[src/rtl/lrsc_pkg.sv]
package lrsc_pkg;

    // Reservation controller states
    typedef enum logic [0:0] {
        RSV_EMPTY = 1'b0,
        RSV_ARMED = 1'b1
    } rsv_state_e;

    // Request opcode encoding on req_op
    localparam logic OP_LOAD_RSV  = 1'b0;
    localparam logic OP_STORE_CND = 1'b1;

endpackage

[src/rtl/lrsc_line_match.sv]
module lrsc_line_match #(
    parameter int ADDR_W = 32,
    parameter int OFF_W  = 6,
    localparam int LINE_W = ADDR_W - OFF_W
) (
    input  logic [LINE_W-1:0] line_ref,
    input  logic [ADDR_W-1:0] addr,
    output logic              same_line
);
    // Byte offset bits inside a line are ignored
    always_comb begin
        same_line = (addr[ADDR_W-1:OFF_W] == line_ref);
    end
endmodule

[src/rtl/lrsc_fsm.sv]
module lrsc_fsm
    import lrsc_pkg::*;
#(
    parameter int LINE_W = 26
) (
    input  logic              clk,
    input  logic              rst_n,
    input  logic              lr_fire,
    input  logic              sc_fire,
    input  logic              snoop_hit,
    input  logic [LINE_W-1:0] req_line,
    output logic              armed,
    output logic [LINE_W-1:0] resv_line
);
    rsv_state_e state_q, state_d;
    logic [LINE_W-1:0] line_q;

    // next-state logic
    always_comb begin
        state_d = state_q;
        unique case (state_q)
            RSV_EMPTY: begin
                if (lr_fire) state_d = RSV_ARMED;                   // ARM
            end
            RSV_ARMED: begin
                if (lr_fire)        state_d = RSV_ARMED;            // REARM
                else if (sc_fire)   state_d = RSV_EMPTY;            // CONSUME
                else if (snoop_hit) state_d = RSV_EMPTY;            // KILL
            end
            default: state_d = RSV_EMPTY;
        endcase
    end

    // state register
    always_ff @(posedge clk or negedge rst_n) begin
        if (!rst_n) begin
            state_q <= RSV_EMPTY;
            line_q  <= '0;
        end else begin
            state_q <= state_d;
            if (lr_fire) line_q <= req_line;
        end
    end

    // outputs
    always_comb begin
        armed     = (state_q == RSV_ARMED);
        resv_line = line_q;
    end

    // a load-reserved always leaves the unit armed
    a_r2_lr_arms: assert property (@(posedge clk) disable iff (!rst_n)
        lr_fire |=> armed);
    // the reserved line follows the latest load-reserved
    a_r8_line_replaced: assert property (@(posedge clk) disable iff (!rst_n)
        lr_fire |=> (resv_line == $past(req_line)));
    // any store-conditional leaves nothing reserved
    a_r6_sc_consumes: assert property (@(posedge clk) disable iff (!rst_n)
        (sc_fire && !lr_fire) |=> !armed);
    // snoop into the reserved line kills the reservation
    a_r5_snoop_kills: assert property (@(posedge clk) disable iff (!rst_n)
        (snoop_hit && !lr_fire) |=> !armed);
endmodule

[src/rtl/lrsc_resp.sv]
module lrsc_resp (
    input  logic clk,
    input  logic rst_n,
    input  logic sc_fire,
    input  logic sc_ok,
    output logic store_grant,
    output logic sc_done,
    output logic sc_pass
);
    always_ff @(posedge clk or negedge rst_n) begin
        if (!rst_n) begin
            store_grant <= 1'b0;
            sc_done     <= 1'b0;
            sc_pass     <= 1'b0;
        end else begin
            store_grant <= sc_fire && sc_ok;
            sc_done     <= sc_fire;
            sc_pass     <= sc_fire && sc_ok;
        end
    end

    // a grant only accompanies a passing result
    a_r3_grant_with_pass: assert property (@(posedge clk) disable iff (!rst_n)
        store_grant |-> (sc_done && sc_pass));
    // two grants never follow back to back
    a_r10_grant_pulse: assert property (@(posedge clk) disable iff (!rst_n)
        store_grant |=> !store_grant);
endmodule

[src/rtl/lrsc_unit.sv]
module lrsc_unit
    import lrsc_pkg::*;
#(
    parameter int ADDR_W     = 32,
    parameter int LINE_BYTES = 64,
    localparam int OFF_W  = $clog2(LINE_BYTES),
    localparam int LINE_W = ADDR_W - OFF_W
) (
    input  logic              clk,
    input  logic              rst_n,
    input  logic              req_valid,
    input  logic              req_op,
    input  logic [ADDR_W-1:0] req_addr,
    input  logic              snoop_valid,
    input  logic [ADDR_W-1:0] snoop_addr,
    output logic              store_grant,
    output logic              sc_done,
    output logic              sc_pass
);
    logic              lr_fire, sc_fire;
    logic              armed, req_same, snoop_same, snoop_hit, sc_ok;
    logic [LINE_W-1:0] resv_line;
    logic [LINE_W-1:0] req_line;

    always_comb begin
        lr_fire  = req_valid && (req_op == OP_LOAD_RSV);
        sc_fire  = req_valid && (req_op == OP_STORE_CND);
        req_line = req_addr[ADDR_W-1:OFF_W];
    end

    lrsc_line_match #(.ADDR_W(ADDR_W), .OFF_W(OFF_W)) u_req_cmp (
        .line_ref (resv_line),
        .addr     (req_addr),
        .same_line(req_same)
    );

    lrsc_line_match #(.ADDR_W(ADDR_W), .OFF_W(OFF_W)) u_snoop_cmp (
        .line_ref (resv_line),
        .addr     (snoop_addr),
        .same_line(snoop_same)
    );

    // snoop has priority over a same-cycle store-conditional
    always_comb begin
        snoop_hit = armed && snoop_valid && snoop_same;
        sc_ok     = armed && req_same && !snoop_hit;
    end

    lrsc_fsm #(.LINE_W(LINE_W)) u_fsm (
        .clk      (clk),
        .rst_n    (rst_n),
        .lr_fire  (lr_fire),
        .sc_fire  (sc_fire),
        .snoop_hit(snoop_hit),
        .req_line (req_line),
        .armed    (armed),
        .resv_line(resv_line)
    );

    lrsc_resp u_resp (
        .clk        (clk),
        .rst_n      (rst_n),
        .sc_fire    (sc_fire),
        .sc_ok      (sc_ok),
        .store_grant(store_grant),
        .sc_done    (sc_done),
        .sc_pass    (sc_pass)
    );

    // with nothing reserved a store-conditional must fail
    a_r4_fail_unarmed: assert property (@(posedge clk) disable iff (!rst_n)
        (sc_fire && !armed) |=> (sc_done && !sc_pass && !store_grant));
    // collision with a snoop into the reserved line fails the request
    a_r7_snoop_wins: assert property (@(posedge clk) disable iff (!rst_n)
        (sc_fire && snoop_valid && armed && snoop_same) |=> !store_grant);
    // a result appears only after a store-conditional request
    a_r10_done_needs_req: assert property (@(posedge clk) disable iff (!rst_n)
        sc_done |-> $past(sc_fire));
endmodule

[config.mk]
export PLATFORM = sky130hd
export DESIGN_NAME = lrsc_unit
export DESIGN_NICKNAME = d
export VERILOG_FILES = /design/src/rtl/lrsc_pkg.sv /design/src/rtl/lrsc_line_match.sv /design/src/rtl/lrsc_fsm.sv /design/src/rtl/lrsc_resp.sv /design/src/rtl/lrsc_unit.sv
export SDC_FILE = /design/constraint.sdc
export NUM_CORES = 1
export LEC_CHECK = 0
export BUFFER_PORTS_ARGS = -buffer_cell sky130_fd_sc_hd__buf_2
export CORE_UTILIZATION = 34
export DETAILED_ROUTE_END_ITERATION = 8
export PLACE_DENSITY_LB_ADDON = 0.2
export SYNTH_ARGS = -nofsm -noshare
export SYNTH_HDL_FRONTEND = slang
export SYNTH_HIERARCHICAL = 1
export SYNTH_SLANG_ARGS = --single-unit
[constraint.sdc]
create_clock -name clk -period 3.1 [get_ports clk]
set_input_delay 0.155 -clock clk [delete_from_list [all_inputs] [get_ports clk]]
set_output_delay 0.155 -clock clk [all_outputs]
set_load 0.01 [all_outputs]
After elaboration in Yosys (flattened, before gate mapping)
Index checks and enable logic that the tools add are counted.

operators by class
  mux-type cells = 5
  eq/ne operators = 2
  bitwise gates (word level) = 2
  reduce and logical (&&, ||, !) cells = 8

operators by type and width
  cell               number
  $eq 26x26->1       2
  $logic_and 1x1->1  7
  $mux 1             4
  $not 1->1          2
  $pmux 1 s2         1
  $logic_not 1->1    1

storage, ports and cells
  word-level logic and storage cells = 21
  register bits = 29
  output and inout port bits = 3

Depth between registers and ports, before layout
Gate-level depths: netlist of run 1.

  depth in word-level cells = 6
  depth in mapped cells = 7
  mapped depth without buffers = 7

Cells and area by module
Netlist of run 1, hierarchy kept.

modules (own cells, without submodules)
  module           instances  cells each  seq. area each (µm²)  area each (µm²)
  lrsc_fsm         1          58          675.6                 1102.3
  lrsc_line_match  2          35          0.0                   287.8
  lrsc_resp        1          4           50.0                  63.8
  lrsc_unit        1          5           0.0                   31.3

Worst setup path after synthesis of run 1
Ideal clock, no wire load.

  path kind = register to register
  start point = reg u_fsm.line_q[1], in the netlist u_fsm/resv_line[1]
  end point = reg u_fsm.state_q, in the netlist u_fsm/armed
  path slack = 1.419 ns
  cell stages (with the launch flop) = 8
  required time = 2.982 ns
  arrival = 1.563 ns
  setup time = 0.118 ns
  clock period less this slack = 1.681 ns
  cells stage by stage = dfrtp_1 -> xor2_1 -> nor4_1 -> nand3_1 -> nor4_2 -> and3_1 -> nor2_1 -> a21o_1

between the ends
  word-level cells in the longest chain between the ends = 6

RTL lines
  item                      RTL line               source
  start: declaration        lrsc_fsm.sv:16         logic [LINE_W-1:0] line_q;
  start signal: assignment  lrsc_fsm.sv:41         if (lr_fire) line_q <= req_line;
  $eq 26x26->1              lrsc_line_match.sv:12  same_line = (addr[ADDR_W-1:OFF_W] == line_ref);
  named net snoop_same      lrsc_unit.sv:21        logic armed, req_same, snoop_same, snoop_hit, sc_ok;
  $logic_and 1x1->1         lrsc_unit.sv:45        snoop_hit = armed && snoop_valid && snoop_same;
  named net snoop_hit       lrsc_unit.sv:21
  $mux 1                    lrsc_fsm.sv:28         else if (snoop_hit) state_d = RSV_EMPTY;
  $mux 1                    lrsc_fsm.sv:27         else if (sc_fire) state_d = RSV_EMPTY;
  $mux 1                    lrsc_fsm.sv:26         if (lr_fire) state_d = RSV_ARMED;
  $pmux 1 s2                lrsc_fsm.sv:21         unique case (state_q)
  named net u_fsm.state_d   lrsc_fsm.sv:15         rsv_state_e state_q, state_d;
  end signal: assignment    lrsc_fsm.sv:40         state_q <= state_d;
  end: declaration          lrsc_fsm.sv:15

The timed path passes the listed nets, and every way through them passes these cells.
A chain may end at the register's enable or synchronous reset.

Worst setup path after layout of run 1
Ends and elaborated chain as after synthesis.

==> results of run 1 <==
==> sequential cells by signal, summed over array words and instances, names as in the netlist <==
signal	flops
u_fsm/resv_line	26
u_fsm/armed	1
u_resp/sc_done	1
u_resp/store_grant	1
==> worst max-delay path: cells and delay by family (launching register included) <==
kind                      cells  cell delay (ps)
and+or+nand+nor               5             1100
DFF                           1              410
xor gates and xnor gates      1              180
AOI/OAI and AO/OA             1              160
==> layout make-up <==
class / instances / area (µm²)
clock buffer: 7 / 86.3
clock inverter: 1 / 30.0
fill: 494 / 2660
multi-input combinational: 104 / 988
sequential: 29 / 726
tap: 67 / 83.8
timing repair buffer: 60 / 305
==> worst max path at each step <==
stage	endpoint	depth (start not counted)	slack, ps
3_3_place_gp	u_fsm/armed$_DFF_PN0_	7	1190
6_report	u_fsm/armed$_DFF_PN0_	7	1150
4_1_cts	u_fsm/armed$_DFF_PN0_	7	1130
5_1_grt	u_fsm/armed$_DFF_PN0_	7	980
3_5_place_dp	u_fsm/armed$_DFF_PN0_	7	1140
2_1_floorplan	u_fsm/armed$_DFF_PN0_	7	1420
==> timing repair <==
action	4_1_cts	5_1_grt
endpoints found under the hold margin	29	0
setup buffers	0	0
setup endpoints to repair	0	0
hold buffers	1	0
resized for setup	0	0
==> cell families (layout without fill, tap and decap cells) <==
kind of cell	Yosys count	in the layout	synth area share (%)
buf+inv	4	68	3.32
flops	29	29	40.9
simple gates	24	24	8.82
compound gates	2	2	0.706
mux	26	26	20.5
xor+xnor	52	52	25.7
==> cells in the mapped netlist (all sizes together) <==
cell type / count / area share (%)
a21o: 1 / 0.42
a21oi: 1 / 0.28
and2: 2 / 0.78
and2b: 1 / 0.49
and3: 1 / 0.35
buf: 4 / 3.3
dfrtp: 29 / 41
mux2: 26 / 21
nand2: 1 / 0.21
nand3: 4 / 1.1
nand4: 4 / 1.4
nor2: 1 / 0.21
nor4: 10 / 4.2
xnor2: 20 / 9.9
xor2: 32 / 16
==> through the flow <==
stage,area [µm²],hold slack [ps]
3_3_place_gp,2090,234
2_1_floorplan,1770,-141
6_report,2220,135
4_1_cts,2220,122
3_5_place_dp,2090,237
5_1_grt,2220,123
==> where the power goes <==
group	total, mW	switching [mW]	internal [mW]	leakage, nW
logic	0.260	0.0964	0.163	0.624
clock network	0.398	0.137	0.262	0.0585
registers	0.490	0.0581	0.431	0.343
total	1.15	0.291	0.856	1.03
==> routing by layer <==
metal	track usage (%)	up-vias	part of all wire, %
met5	0	-	0
li1	-	595	-
met3	5.01	6	7.2
met1	16.1	571	43
met2	24.8	47	48
met4	5.24	0	1.6
==> results by group, run 1 <==
Routing
  – WL/cell: 13.1 µm
  – Pre-antenna DRT Iters: 4
  – Iteration-0 DRC Markers: 38
  – Vias post-DR: 1219
  – Via-to-Cell Ratio: 4.55
  – WL final: 3.52 mm
  – Routed Antenna Nets: 0
  – Remaining DRCs: 0

Final layout
  – Final core utilization: 45.5%
  – Most frequent cells in the layout: buf_2, xor2_1, dfrtp_1
  – N_diodes: 0
  – Layout cells sized above 1: 47.8%
  – Nets: 269
  – Area grow syn2layout: 25.2%
  – Non-Filler Instances: 268
  – Commonest non-fill, non-tap cell in the layout: buf_2

Global route
  – Congestion Overflow GR: 0
  – GRT Util Overall: 14.2%
  – Initial antenna violation count: 0
  – Vias in the first global route: 1312
  – Pin count of the biggest net entering global routing: 30
  – First-pass GRT wire length: 5.78 mm

Die
  – Die area: 0.00551 mm²
  – Row count: 25
  – Starting Density: 36.3%
  – DIE WIDTH: 74.2 µm
  – Die H: 74.2 µm
  – Area of the core: 0.00488 mm²
  – # IOs: 72

Timing
  – Worst-Margin Slew: 826 ps
  – Final number of hold-violating endpoints: 0
  – Crit share post-route: 63.0%
  – Fin worst setup slack: 1150 ps
  – Max_slew headroom: 44.9%
  – Max Slew Vio Count: 0
  – Min Tclk post-route: 1950 ps
  – Setup_tns: 0 ps
  – Clock skew: 3.25 ps
  – RSZ-0062 raised after global routing: no
  – Fmax: 512 MHz
  – Final Setup Violations: 0

CTS
  – Num CTS Buffers: 5
  – Clock sinks: 29
  – Clk root buf: clkbuf_8
  – Max clock buf depth: 2
  – CTS clk-pin slew, worst paths: 60 ps
  – H-tree Lvls: 2
  – Worst-Skew Late Latency: 270 ps
  – CTS tree: built

Worst setup path
  – Worst Setup SP: u_fsm/resv_line[1]$_DFFE_PN0P_
  – Crit path max fanout: 3
  – Critical Path, Cell by Cell: xor2_1 -> nor4_1 -> nand3_1 -> nor4_2 -> and3_1 -> nor2_1 -> a21o_1
  – Setup Crit Path Kind: reg2reg
  – Setup crit end kind: register
  – Worst EP required: 3270 ps
  – WP data arrival: 2120 ps
  – Worst path slowest cell: dfrtp_1
  – R2R Path Start: u_fsm/resv_line[1]$_DFFE_PN0P_
  – Reg2reg end: u_fsm/armed$_DFF_PN0_
  – Flop-to-flop setup slack: 1150 ps
  – Worst reg-to-reg path cell count: 7
  – Delay of the slowest critical-path stage: 410 ps
  – Crit start category: register

Placement
  – Port buffer count: 59
  – Gpl congestion: 0.785
  – Placed insts: 259
  – DP Worst Slack: 1140 ps
  – Post-DP HPWL: 2.68 mm

Yosys
  – Syn Nets: 206
  – Sequential share of the synthesized area: 40.9%
  – Post-synth cell types: 20
  – Total number of yosys warnings: 6
  – Synthesized cell area: 0.00177 mm²
  – Seq cells post-synth: 29
  – Post-Syn Instances: 137
  – Syn Area/Cell: 12.9 µm²

Min path
  – Hold endpoint: u_fsm/resv_line[7]$_DFFE_PN0P_
  – Hold Path Cell Cnt: 2
  – Hold Crit Start: req_addr[13]
  – Min-delay worst type: in2reg

Job
  – Max Cap Viol: 0

Run status
  – Status: complete, no violations

Power
  – Pwr dens: 517 mW/mm²
  – VDD IR max: 0.247 mV
  – Leakage: 1.03 nW
  – Power, Total: 1.15 mW
Note: power is estimated with default switching activity, not from simulation.
==> inputs of run 2 (changes only) <==
==> constraint.sdc (replaced) <==
create_clock -name clk -period 1.8 [get_ports clk]
set_input_delay 0.09 -clock clk [delete_from_list [all_inputs] [get_ports clk]]
set_output_delay 0.09 -clock clk [all_outputs]
set_load 0.01 [all_outputs]
==> run 2 against run 1 <==
Net effect:
- maximum frequency increased by 8.7%
- sequential power up 70%
- core utilization grew 1.9 points
- critical path type unchanged
- critical endpoint unchanged
- largest cell class unchanged
==> results by group, run 2 (synthesized netlist as in run 1, its figures left out) <==
Run status
  – Status: complete, no violations

Timing
  – Final number of hold-violating endpoints: 0
  – Min Tclk post-route: 1800 ps
  – Final Setup Violations: 0
  – Worst hold slack: 69.7 ps
  – Worst-Margin Slew: 655 ps
  – Max Slew Vio Count: 0
  – RSZ-0062 raised after global routing: yes
  – Clock skew: 3.58 ps
  – Max_slew headroom: 56.3%
  – Fmax: 556 MHz
  – Crit share post-route: 99.9%

CTS
  – H-tree Lvls: 2
  – Worst-Skew Late Latency: 270 ps
  – Clk root buf: clkbuf_8
  – Num CTS Buffers: 5
  – Clock sinks: 29
  – CTS clk-pin slew, worst paths: 60 ps
  – Max clock buf depth: 2
  – CTS tree: built

Final layout
  – Commonest non-fill, non-tap cell in the layout: buf_2
  – Nets: 279
  – Non-Filler Cell Area, Final: 0.00231 mm²
  – Non-Filler Instances: 277
  – Layout fillers: 479
  – Area of the multi-input gates: 0.00102 mm²
  – Layout cells sized above 1: 52.9%
  – Final core utilization: 47.4%
  – Most frequent cells in the layout: buf_2, xor2_1, dfrtp_1
  – Largest register FFs: 26
  – Area grow syn2layout: 30.4%
  – Reg area: 726 µm²
  – N_diodes: 0

Routing
  – Remaining DRCs: 0
  – Routed Antenna Nets: 0
  – Iteration-0 DRC Markers: 15
  – WL final: 3.73 mm
  – Vias post-DR: 1254
  – Via-to-Cell Ratio: 4.53
  – WL/cell: 13.5 µm
  – Pre-antenna DRT Iters: 4

Worst setup path
  – Worst EP required: 1960 ps
  – Critical path's top delay family: simple AND/OR/NAND/NOR gates
  – Crit path max fanout: 2
  – Worst path slowest cell: dfrtp_1
  – Setup crit end kind: register
  – Delay of the slowest critical-path stage: 380 ps
  – Most used cell, CP: nor4_2
  – WP data arrival: 1960 ps
  – Critical Path, Cell by Cell: xor2_1 -> nor4_2 -> nand3_1 -> nor4_2 -> and3_1 -> nor2_1 -> a21o_1
  – Setup Crit Path Kind: reg2reg
  – Worst Path Buf+Inv: 0
  – Crit start category: register

Die
  – Area of the core: 0.00488 mm²
  – DIE WIDTH: 74.2 µm
  – Die area: 0.00551 mm²
  – # IOs: 72
  – Row count: 25
  – Die H: 74.2 µm
  – Starting Density: 36.3%

Job
  – Max Cap Viol: 0

Placement
  – Port buffer count: 59
  – Gpl congestion: 0.812
  – Placed Area: 0.00216 mm²
  – Post-DP HPWL: 2.82 mm
  – Placed insts: 266

Power
  – Leakage: 1.07 nW
  – Pwr dens: 818 mW/mm²
  – VDD IR max: 0.471 mV

Global route
  – First-pass GRT wire length: 5.82 mm
  – Congestion Overflow GR: 0
  – Vias in the first global route: 1342
  – GRT Util Overall: 14.4%
  – Pin count of the biggest net entering global routing: 30
  – Initial antenna violation count: 0

Min path
  – Min-delay worst type: in2reg
==> run 2: per-stage QoR <==
stage                     setup TNS, ps  power [mW]  worst slack, ps
after floorplan                       0        1.16              119
after global placement             -106        1.32             -106
after detailed placement           -181        1.34             -176
after CTS                         -55.7        1.91            -55.7
after global routing               -235        2.01             -130
final                                 0        1.89             1.56
==> run 2: routing by layer <==
metal	track usage (%)	wire length, µm	part of all wire [%]
met5	0	0	0
met3	3.93	219	5.9
met1	16.8	1630	44
met2	25.3	1820	49
met4	5.66	50	1.3
==> run 2: timing repair <==
action	4_1_cts	5_1_grt
gates resized for setup	2	4
pin swaps	7	2
hold buffers	1	0
endpoints found under the hold margin	29	0
buffers inserted	3	0
setup endpoints to repair	2	2
==> run 2: final timing paths <==
path                                                 start                               to  slack [ps]  cells after the start
setup / recovery           u_fsm/resv_line[14]$_DFFE_PN0P_            u_fsm/armed$_DFF_PN0_           2                      7
hold / removal                                req_addr[25]  u_fsm/resv_line[19]$_DFFE_PN0P_          70                      2
setup reg to reg           u_fsm/resv_line[14]$_DFFE_PN0P_            u_fsm/armed$_DFF_PN0_           2                      7
hold reg to reg                      u_fsm/armed$_DFF_PN0_            u_fsm/armed$_DFF_PN0_         500                      1
max in group asynchronous                            rst_n  u_fsm/resv_line[15]$_DFFE_PN0P_        1000                      2
min in group asynchronous                            rst_n  u_fsm/resv_line[14]$_DFFE_PN0P_         380                      2
==> run 2: power by group <==
part           switching (mW)  total [mW]  internal (mW)
logic                   0.205       0.527          0.321
clock network           0.231       0.533          0.303
registers              0.0888       0.832          0.743
==> run 2: final cells by class <==
| class | count | share of cell area, % |
|---|---|---|
| timing repair buffer | 70 | 17.0 |
| tap | 67 | 3.63 |
| clock buffer | 7 | 3.73 |
| multi-input combinational | 104 | 44.3 |
| sequential | 29 | 31.4 |
==> inputs of run 3 (changes only) <==
--- a/config.mk
+++ b/config.mk
@@ -11,5 +11,4 @@
 export PLACE_DENSITY_LB_ADDON = 0.2
 export SYNTH_ARGS = -nofsm -noshare
 export SYNTH_HDL_FRONTEND = slang
-export SYNTH_HIERARCHICAL = 1
 export SYNTH_SLANG_ARGS = --single-unit
==> run 3 against run 2 <==
Net effect:
- clock-buffer cell count grew 1
- total power shrank 4.2%
- worst setup slack gained 120 ps
- sequential cell count is the same
- routed wire length grew 0.78%
- core utilization shrank 2.1 points
- critical path type unchanged
- largest power group unchanged
==> results by group, run 3 <==
Global route
  – Congestion Overflow GR: 0
  – Vias in the first global route: 1288
  – GRT Util Overall: 15.9%
  – First-pass GRT wire length: 6.09 mm
  – Initial antenna violation count: 0
  – Pin count of the biggest net entering global routing: 30

Worst setup path
  – Flop-to-flop setup slack: 120 ps
  – Worst Setup SP: u_fsm.resv_line[20]$_DFFE_PN0P_
  – WP data arrival: 1820 ps
  – Setup crit end kind: register
  – Critical Path, Cell by Cell: xor2_1 -> or4_1 -> nor4_1 -> a2111oi_1
  – Critical Path Sink: u_resp.sc_pass$_DFF_PN0_
  – Delay of the slowest critical-path stage: 520 ps
  – Worst path slowest cell: or4_1
  – Crit start category: register
  – Setup Crit Path Kind: reg2reg
  – Reg2reg end: u_resp.sc_pass$_DFF_PN0_
  – R2R Path Start: u_fsm.resv_line[20]$_DFFE_PN0P_
  – Worst EP required: 1950 ps
  – Worst reg-to-reg path cell count: 4
  – Crit path max fanout: 3

Die
  – Die area: 0.00532 mm²
  – # IOs: 72
  – Area of the core: 0.00479 mm²
  – Die H: 72.9 µm
  – DIE WIDTH: 72.9 µm
  – Row count: 25
  – Starting Density: 35.7%

CTS
  – Num CTS Buffers: 5
  – H-tree Lvls: 2
  – CTS clk-pin slew, worst paths: 60 ps
  – CTS tree: built
  – Worst-Skew Late Latency: 280 ps
  – Clk root buf: clkbuf_8
  – Post-CTS setup buffer count: 0
  – Max clock buf depth: 2
  – Clock sinks: 29

Routing
  – Vias post-DR: 1279
  – WL final: 3.76 mm
  – Iteration-0 DRC Markers: 24
  – Remaining DRCs: 0
  – Routed Antenna Nets: 0
  – Pre-antenna DRT Iters: 2
  – WL/cell: 13.5 µm
  – Via-to-Cell Ratio: 4.58

Final layout
  – Non-Filler Instances: 279
  – Largest register FFs: 26
  – Most frequent cells in the layout: buf_2, xor2_1, dfrtp_1
  – Area of the multi-input gates: 956 µm²
  – Layout cells sized above 1: 43.4%
  – Reg area: 726 µm²
  – Layout fillers: 486
  – N_diodes: 0
  – Area grow syn2layout: 26.8%
  – Non-Filler Cell Area, Final: 0.00217 mm²
  – Commonest non-fill, non-tap cell in the layout: buf_2
  – Nets: 280

Timing
  – Max Slew Vio Count: 0
  – Max_slew headroom: 55.0%
  – Clock skew: 1.13 ps
  – Worst-Margin Slew: 675 ps
  – RSZ-0062 raised after global routing: no
  – Crit share post-route: 93.2%
  – Fin worst setup slack: 123 ps
  – Setup_tns: 0 ps
  – Fmax: 596 MHz
  – Min Tclk post-route: 1680 ps
  – Final Setup Violations: 0
  – Final number of hold-violating endpoints: 0

Yosys
  – Multiplexer share of the synthesized area: 17.1%
  – Post-synthesis compound-gate area fraction: 1.10%
  – Largest area contributor in the netlist: dfrtp_1
  – Sequential share of the synthesized area: 42.4%
  – Post-synth top area share: 42.4%
  – Most used DFF post-synth: dfrtp_1
  – Synthesized cell area: 0.00171 mm²
  – EDFF count, synth: 0
  – Xor and xnor fraction of the mapped netlist area: 26.6%
  – Post-Syn Instances: 146
  – Largest family of logic cells by synthesized area: XOR/XNOR gates
  – Post-synth cell types: 18
  – Synth cell count leaders: dfrtp_1, xor2_1, mux2_2
  – Adder-cell share of the synthesized area: 0%
  – Syn Nets: 215
  – Syn Area/Cell: 11.7 µm²
  – Total number of yosys warnings: 0
  – Asr flop ratio synth: 100%
  – Post-synthesis simple-gate area fraction: 11.0%
  – Seq cells post-synth: 29
  – Area contributors post-synth: dfrtp_1, mux2_2, xor2_1

Min path
  – Min-delay worst type: in2reg

Power
  – Leakage: 0.947 nW
  – Pwr dens: 835 mW/mm²
  – VDD IR max: 0.556 mV

Job
  – Max Cap Viol: 0

Placement
  – Placed insts: 270
  – Gpl congestion: 0.735
  – Placed Area: 0.00208 mm²
  – Port buffer count: 59
  – DP Worst Slack: 147 ps
  – Post-DP HPWL: 2.98 mm

Run status
  – Status: complete, no violations
## run 3: cell count changes after synthesis, moves of 3 or more
cell / before / now
nand2_1: 1 / 5
xor2_1: 32 / 29
mux2_2: 7 / 26
inv_1: 0 / 3
nand4_1: 4 / 8
mux2_4: 19 / 0
xnor2_1: 20 / 23
## run 3: how the worst min path moves through the flow
stage                      start  slack [ps]                         endpoint  cells past startpoint
floorplan                  rst_n        -210            u_fsm.armed$_DFF_PN0_                      0
global placement           rst_n         170         u_resp.sc_done$_DFF_PN0_                      1
detailed placement         rst_n         180         u_resp.sc_done$_DFF_PN0_                      1
CTS                  req_addr[7]          60   u_fsm.resv_line[1]$_DFFE_PN0P_                      2
global route        req_addr[27]          60  u_fsm.resv_line[21]$_DFFE_PN0P_                      2
finish               req_addr[7]          70   u_fsm.resv_line[1]$_DFFE_PN0P_                      2
## run 3: repair_timing
item / in CTS / in global routing
gates resized for setup: 0 / 0
hold buffers: 1 / 0
hold endpoints to repair: 29 / 0
## run 3: cell type report
cell class	count	area share (%)
well taps	67	3.86
clock buffers	8	3.69
multi-input cells	111	44.1
repair buffers	61	14.4
flip-flops and latches	29	33.4
inverters	3	0.519
## run 3: layer usage
layer  share of wire, %  GRT usage [%]  vias to the layer above
met5                  0              0                        -
met4                1.4           5.23                        0
met3                5.5           5.52                        6
met2                 46           24.6                       38
met1                 47           20.8                      587
li1                   -              -                      648
## run 3: logic make-up after synthesis
group,Yosys count
multiplexers,26
AND/OR/NAND/NOR,31
XOR/XNOR,52
AO/OA/AOI/OAI,2
buffers and inverters,6
flip-flops,29
## run 3: where the power goes
part           leakage (nW)  internal, mW  switching [mW]
logic                 0.564         0.259           0.211
registers             0.343         0.743          0.0913
clock network        0.0395         0.274           0.235
total                 0.947          1.28           0.537
## run 3: critical path, delay by kind of cell, from the launching register on
kind	cells	cell delay, ps
compound gates	1	130
simple gates	2	830
flops	1	400
xor+xnor	1	190
## run 3: through the flow
stage	hold slack [ps]	total power [mW]	utilization, %
floorplan	-206	1.15	-
global placement	168	1.32	43.5
detailed placement	176	1.32	43.5
CTS	56.9	1.84	45.3
global route	56.1	1.94	45.3
finish	65.5	1.81	45.3
